## config.mk

```make
export PLATFORM = sky130hd
export DESIGN_NAME = burst_dreq_gen
export DESIGN_NICKNAME = d
export VERILOG_FILES = /design/src/rtl/bdg_pkg.sv /design/src/rtl/bdg_reg_decode.sv /design/src/rtl/bdg_xfer_detect.sv /design/src/rtl/bdg_burst_ctrl.sv /design/src/rtl/burst_dreq_gen.sv
export SDC_FILE = /design/constraint.sdc
export NUM_CORES = 1
export LEC_CHECK = 0
export BUFFER_PORTS_ARGS = -buffer_cell sky130_fd_sc_hd__buf_4
export CORE_AREA = 2 2 39 41
export CTS_BUF_LIST = sky130_fd_sc_hd__clkbuf_2 sky130_fd_sc_hd__clkbuf_4 sky130_fd_sc_hd__clkbuf_8
export DETAILED_ROUTE_END_ITERATION = 16
export DIE_AREA = 0 0 41 43
export GPL_TIMING_DRIVEN = 0
export SETUP_SLACK_MARGIN = 0.05
export SLEW_MARGIN = 20
export SYNTH_ARGS = -nofsm -noshare
export SYNTH_HDL_FRONTEND = slang
export SYNTH_SLANG_ARGS = --single-unit
```

## constraint.sdc

```tcl
create_clock -name clk -period 1.6 [get_ports clk]
set_input_delay 0.08 -clock clk [delete_from_list [all_inputs] [get_ports clk]]
set_output_delay 0.08 -clock clk [all_outputs]
set_load 0.01 [all_outputs]
```

## src/rtl/bdg_pkg.sv

```systemverilog
package bdg_pkg;

    typedef enum logic {
        PH_IDLE  = 1'b0,
        PH_BURST = 1'b1
    } phase_e;

    function automatic int unsigned cnt_width(input int unsigned len);
        return $clog2(len + 1);
    endfunction

endpackage

```

## src/rtl/bdg_reg_decode.sv

```systemverilog
module bdg_reg_decode #(
    parameter int unsigned    ADDR_W    = 10,
    parameter logic [ADDR_W-1:0] CTRL_ADDR = 10'h300
) (
    input  logic              clk,
    input  logic              rst,
    input  logic              cpu_wr,
    input  logic [ADDR_W-1:0] cpu_addr,
    output logic              wr_hit
);

    logic wr_prev_d, wr_prev_q;

    always_comb begin
        wr_prev_d = cpu_wr;
        wr_hit    = cpu_wr && !wr_prev_q && (cpu_addr == CTRL_ADDR);
    end

    always_ff @(posedge clk) begin
        if (rst) wr_prev_q <= 1'b0;
        else     wr_prev_q <= wr_prev_d;
    end

endmodule

```

## src/rtl/bdg_xfer_detect.sv

```systemverilog
module bdg_xfer_detect (
    input  logic clk,
    input  logic rst,
    input  logic dack,
    input  logic ior,
    input  logic iow,
    input  logic tc,
    output logic strobe_act,
    output logic xfer_done,
    output logic xfer_tc
);

    typedef struct packed {
        logic in_xfer;
        logic tc_seen;
    } det_t;

    det_t det_d, det_q;

    always_comb begin
        strobe_act = dack && (ior || iow);
        det_d.in_xfer = strobe_act;
        if (strobe_act)
            det_d.tc_seen = (det_q.in_xfer && det_q.tc_seen) || tc;
        else
            det_d.tc_seen = 1'b0;
        xfer_done = det_q.in_xfer && !strobe_act;
        xfer_tc   = det_q.tc_seen;
    end

    always_ff @(posedge clk) begin
        if (rst) det_q <= '0;
        else     det_q <= det_d;
    end

endmodule

```

## src/rtl/bdg_burst_ctrl.sv

```systemverilog
module bdg_burst_ctrl #(
    parameter int unsigned BURST_LEN = 16,
    localparam int unsigned CNT_W    = bdg_pkg::cnt_width(BURST_LEN)
) (
    input  logic clk,
    input  logic rst,
    input  logic wr_hit,
    input  logic xfer_done,
    input  logic xfer_tc,
    output logic drq,
    output logic done
);
    import bdg_pkg::*;

    typedef struct packed {
        phase_e           phase;
        logic [CNT_W-1:0] cnt;
        logic             done;
    } ctl_t;

    ctl_t ctl_d, ctl_q;
    logic [CNT_W-1:0] cnt_inc;

    always_comb begin
        ctl_d      = ctl_q;
        ctl_d.done = 1'b0;
        cnt_inc    = ctl_q.cnt + 1'b1;
        if (ctl_q.phase == PH_IDLE) begin
            if (wr_hit) begin
                ctl_d.phase = PH_BURST;
                ctl_d.cnt   = '0;
            end
        end else if (xfer_done) begin
            ctl_d.cnt = cnt_inc;
            if (cnt_inc == CNT_W'(BURST_LEN) || xfer_tc) begin
                ctl_d.phase = PH_IDLE;
                ctl_d.done  = 1'b1;
            end
        end
    end

    always_ff @(posedge clk) begin
        if (rst) begin
            ctl_q.phase <= PH_IDLE;
            ctl_q.cnt   <= '0;
            ctl_q.done  <= 1'b0;
        end else begin
            ctl_q <= ctl_d;
        end
    end

    assign drq  = (ctl_q.phase == PH_BURST);
    assign done = ctl_q.done;

endmodule

```

## src/rtl/burst_dreq_gen.sv

```systemverilog
module burst_dreq_gen #(
    parameter int unsigned       ADDR_W    = 10,
    parameter logic [ADDR_W-1:0] CTRL_ADDR = 10'h300,
    parameter int unsigned       BURST_LEN = 16
) (
    input  logic              clk,
    input  logic              rst,
    input  logic              cpu_wr,
    input  logic [ADDR_W-1:0] cpu_addr,
    input  logic              dack,
    input  logic              ior,
    input  logic              iow,
    input  logic              tc,
    output logic              drq,
    output logic              latch_en,
    output logic              burst_done
);

    logic wr_hit;
    logic strobe_act;
    logic xfer_done;
    logic xfer_tc;

    bdg_reg_decode #(.ADDR_W(ADDR_W), .CTRL_ADDR(CTRL_ADDR)) dec_i (
        .clk(clk), .rst(rst), .cpu_wr(cpu_wr), .cpu_addr(cpu_addr), .wr_hit(wr_hit)
    );

    bdg_xfer_detect det_i (
        .clk(clk), .rst(rst), .dack(dack), .ior(ior), .iow(iow), .tc(tc),
        .strobe_act(strobe_act), .xfer_done(xfer_done), .xfer_tc(xfer_tc)
    );

    bdg_burst_ctrl #(.BURST_LEN(BURST_LEN)) ctl_i (
        .clk(clk), .rst(rst), .wr_hit(wr_hit), .xfer_done(xfer_done),
        .xfer_tc(xfer_tc), .drq(drq), .done(burst_done)
    );

    assign latch_en = drq && strobe_act;

endmodule

```

==> summary.md <==
The flow ran to the end, and the final reports show no timing, DRC or antenna violations. The logs give 3 for the number of clock buffers inserted by TritonCTS and 73 for the synthesized net count. In the routed layout, each cell is associated on average with a via count of 5.00.

The average cell area after synthesis works out to 9.31 µm². The critical path ends at ctl_i.ctl_q[4]. The reported leakage power was 0.000298 µW. The overflow left after global routing is 0, and the maximum fanout encountered on the critical timing path is 7. For this run, the post-layout net count is 98.

The initial utilization of the core area, before any placement, comes to 36.3%. After detailed routing, the wire length on met1 is 494 µm. The logs give 0.17 ns for the setup slack on the worst flop-to-flop path and 0 for the number of remaining DRC errors. The repair_antennas step left the layout with diodes totalling 0. The hold buffer count at cts is 0, and the total wire length after detailed routing is 1.14 mm. Based on the critical path, the design can be clocked at up to 0.701 GHz.

The register bit total from synthesis is 10. CTS saw 10 sinks. The largest clock skew in the final design is 0.00317 ns. The kind of critical path is reg2reg. The final number of hold-violating endpoints was 0; the boundary pin count was 20. The area growth from synthesis to layout is 41.3%, and the number of detailed-route iterations in the first pass is 4. The tools report the number of global-route vias before repair as 493.

For this block, the via count after detailed routing is 470. Power comes to 537 µW. The logs give 8 for the pin count of the biggest net entering global routing and 2 for the deepest clock path buffer count.

The most critical setup path has its startpoint at ctl_i.drq. Setup repair after global routing left no endpoint under its margin. After synthesis the cells add up to 503 µm². Setup violations remaining at the end of the flow were counted as 0. Subtracting the final worst setup slack from the clock period gives 1.43 ns.

The count of buffers added on input and output ports is 19. The tools report the number of distinct standard cells referenced by the synthesized netlist as 27. The detail route stage leaves a number of antenna-violating nets equal to 0. The floorplan step set the die width to 41 µm. STA classifies the critical path endpoint as a register. Counting tap cells, the placed design contains a total of 89 instances. The logic depth of the worst register-to-register path was 4; the first-pass GRT wire length was 2.09 mm. The count of synthesis-stage warnings from yosys came out at 0. In this run the critical register-to-register path is launched from ctl_i.drq.

The capture instance of the worst register-to-register path is ctl_i.ctl_q[4]. The initial antenna violation count was 0. STA classifies the critical path startpoint as a register. In this run the most critical hold path is launched from rst. At the pin with the least slew margin, the transition time is 0.350 ns. The clock-pin slew of the registers on the worst-case setup and hold paths was 0.07 ns; the number of cells in the finished layout apart from fillers was 94. Dividing the detail-routed wire length by the instance count gives 12.2 µm. The relative slew slack is 76.5%. For the required time of the critical path, the log shows 1.76 ns. The path category of the worst min-delay check is in2reg. After synthesis, flip-flops and latches occupy 39.8% of the total area. The run gives 14 as the count of standard-cell rows. In the final layout, the share of cells above drive strength 1 is 39.7%. Across the VDD grid, the largest voltage drop is 0.427 mV.

Highest layer used for signal routing: met4. From bottom edge to top edge, the die measures 43 µm. The logs give 0.679 for the routability congestion estimate and 0.00138 mm² for the placeable core area. The cell count after synthesis came out at 54. Summed over all nets, wire length on met2 after detailed routing comes to 577 µm. The ratio of total power to cell area is 756 mW/mm². The die covers 0.00176 mm².

In the layout the commonest cells are sky130_fd_sc_hd__buf_4 (20), sky130_fd_sc_hd__dfxtp_1 (9), sky130_fd_sc_hd__nor2_1 (5). For this block, the initial DRC count from the detailed router was 7. The max-capacitance violation count was 0.

Arrival time reported for the critical path endpoint: 1.59 ns. Final hold analysis gives a worst-case slack of 0.0141 ns. Summed over all nets, wire length on met3 after detailed routing comes to 52 µm. For the final routed database, the setup TNS stands at 0 ns.

TritonCTS built the clock tree. For this run, the total global-route usage over all layers was measured as 18.4%. The worst path uses 89.1% of the clock period. For the number of levels the H-tree was split into, the log shows 1. Leaving out fill and tap cells, the most frequent cell in the layout is sky130_fd_sc_hd__buf_4. The cell sitting at the root of the clock tree is a sky130_fd_sc_hd__clkbuf_4. The tools report the count of pins over their slew limit as 0.

The clock latency on the worst-skew pair was 0.27 ns.
cells by family (layout without fill, tap and decap cells):
| logic type | Yosys count | after routing | synth area share [%] |
|---|---|---|---|
| xor gates and xnor gates | 3 | 3 | 5.22 |
| AOI/OAI and AO/OA | 13 | 13 | 19.9 |
| buffers and inverters | 3 | 27 | 2.24 |
| and+or+nand+nor | 23 | 23 | 27.9 |
| DFF | 10 | 10 | 39.8 |
| adders and majority gates | 2 | 2 | 4.97 |
cells in the mapped netlist:
cell,n,area share (%)
sky130_fd_sc_hd__nor3_1,2,2.0
sky130_fd_sc_hd__and2_1,2,2.5
sky130_fd_sc_hd__o21ai_0,1,0.99
sky130_fd_sc_hd__nand2_1,3,2.2
sky130_fd_sc_hd__dfxtp_1,10,40
sky130_fd_sc_hd__ha_1,2,5.0
sky130_fd_sc_hd__a22o_2,2,4.0
sky130_fd_sc_hd__xor2_1,1,1.7
sky130_fd_sc_hd__o21ai_1,1,0.99
sky130_fd_sc_hd__and3_2,1,1.5
sky130_fd_sc_hd__a311o_1,1,2.0
sky130_fd_sc_hd__o22ai_1,1,1.2
sky130_fd_sc_hd__nand4_1,2,2.5
sky130_fd_sc_hd__o2bb2ai_1,1,1.7
sky130_fd_sc_hd__nor4b_2,2,6.0
sky130_fd_sc_hd__inv_1,3,2.2
sky130_fd_sc_hd__nor3b_1,1,1.5
sky130_fd_sc_hd__a2bb2oi_1,1,1.7
sky130_fd_sc_hd__nor2b_1,1,1.2
sky130_fd_sc_hd__a31oi_1,2,2.5
sky130_fd_sc_hd__and2_4,1,1.7
sky130_fd_sc_hd__o221ai_1,1,1.7
sky130_fd_sc_hd__nand3_1,3,3.0
sky130_fd_sc_hd__a221o_1,1,2.0
sky130_fd_sc_hd__nor2_1,5,3.7
sky130_fd_sc_hd__xnor2_1,2,3.5
sky130_fd_sc_hd__a21oi_1,1,0.99
worst max-delay path, stage by stage, from the launching register on:
cell and delay, ns:
sky130_fd_sc_hd__dfxtp_2 0.36, sky130_fd_sc_hd__nor4b_2 0.24, sky130_fd_sc_hd__nand4_1 0.19, sky130_fd_sc_hd__and2_4 0.19, sky130_fd_sc_hd__a221o_1 0.33
area by class of cell:
| type | instances | area, µm² |
|---|---|---|
| Fill cell | 134 | 673 |
| Timing Repair Buffer | 20 | 150 |
| Inverter | 3 | 11.3 |
| Multi-Input combinational cell | 41 | 292 |
| Tap cell | 16 | 20.0 |
| Sequential cell | 10 | 201 |
| Clock buffer | 4 | 36.3 |
worst min path at each step:
stage,endpoint,cells after the start
6_report,dec_i.wr_prev_q,2
5_1_grt,dec_i.wr_prev_q,2
4_1_cts,dec_i.wr_prev_q,2
3_5_place_dp,dec_i.wr_prev_q,2
3_3_place_gp,det_i.det_q[1],2
2_1_floorplan,dec_i.wr_prev_q,1
what timing repair did:
item | in CTS | in global routing
buffers inserted | 1 | 0
endpoints found under the setup margin | 1 | 2
pin swaps | 1 | 2
gates resized for setup | 0 | 1
metrics by stage:
| stage | worst slack, ns | utilization [%] | cell area [µm²] |
|---|---|---|---|
| 2_1_floorplan | 0.178 | - | 503 |
| 5_1_grt | 0.0657 | 51.4 | 711 |
| 6_report | 0.174 | 51.4 | 711 |
| 3_3_place_gp | 0.0376 | 48.1 | 666 |
| 3_5_place_dp | 0.0321 | 48.1 | 666 |
| 4_1_cts | 0.0931 | 51.3 | 709 |
per-layer routing:
layer	GRT usage [%]	vias up
met5	0	-
met4	14.0	0
met3	4.71	2
met2	25.0	14
met1	23.8	206
li1	-	248
state kept, by name, summed over array words and instances, names as in the netlist:
register,count
ctl_i.done,1
ctl_i.ctl_q,5
det_i.det_q,1
dec_i.wr_prev_q,1
det_i.xfer_tc,1
ctl_i.drq,1
power breakdown:
| part | internal [µW] | leakage, µW | switching, µW | total, µW |
|---|---|---|---|---|
| registers | 253 | 0.0000817 | 2.82 | 255 |
| clock network | 138 | 0.0000210 | 92.6 | 231 |
| logic | 34.0 | 0.000195 | 16.7 | 50.7 |
| total | 425 | 0.000298 | 112 | 537 |
No activity file was read; power rests on OpenSTA's default activity.
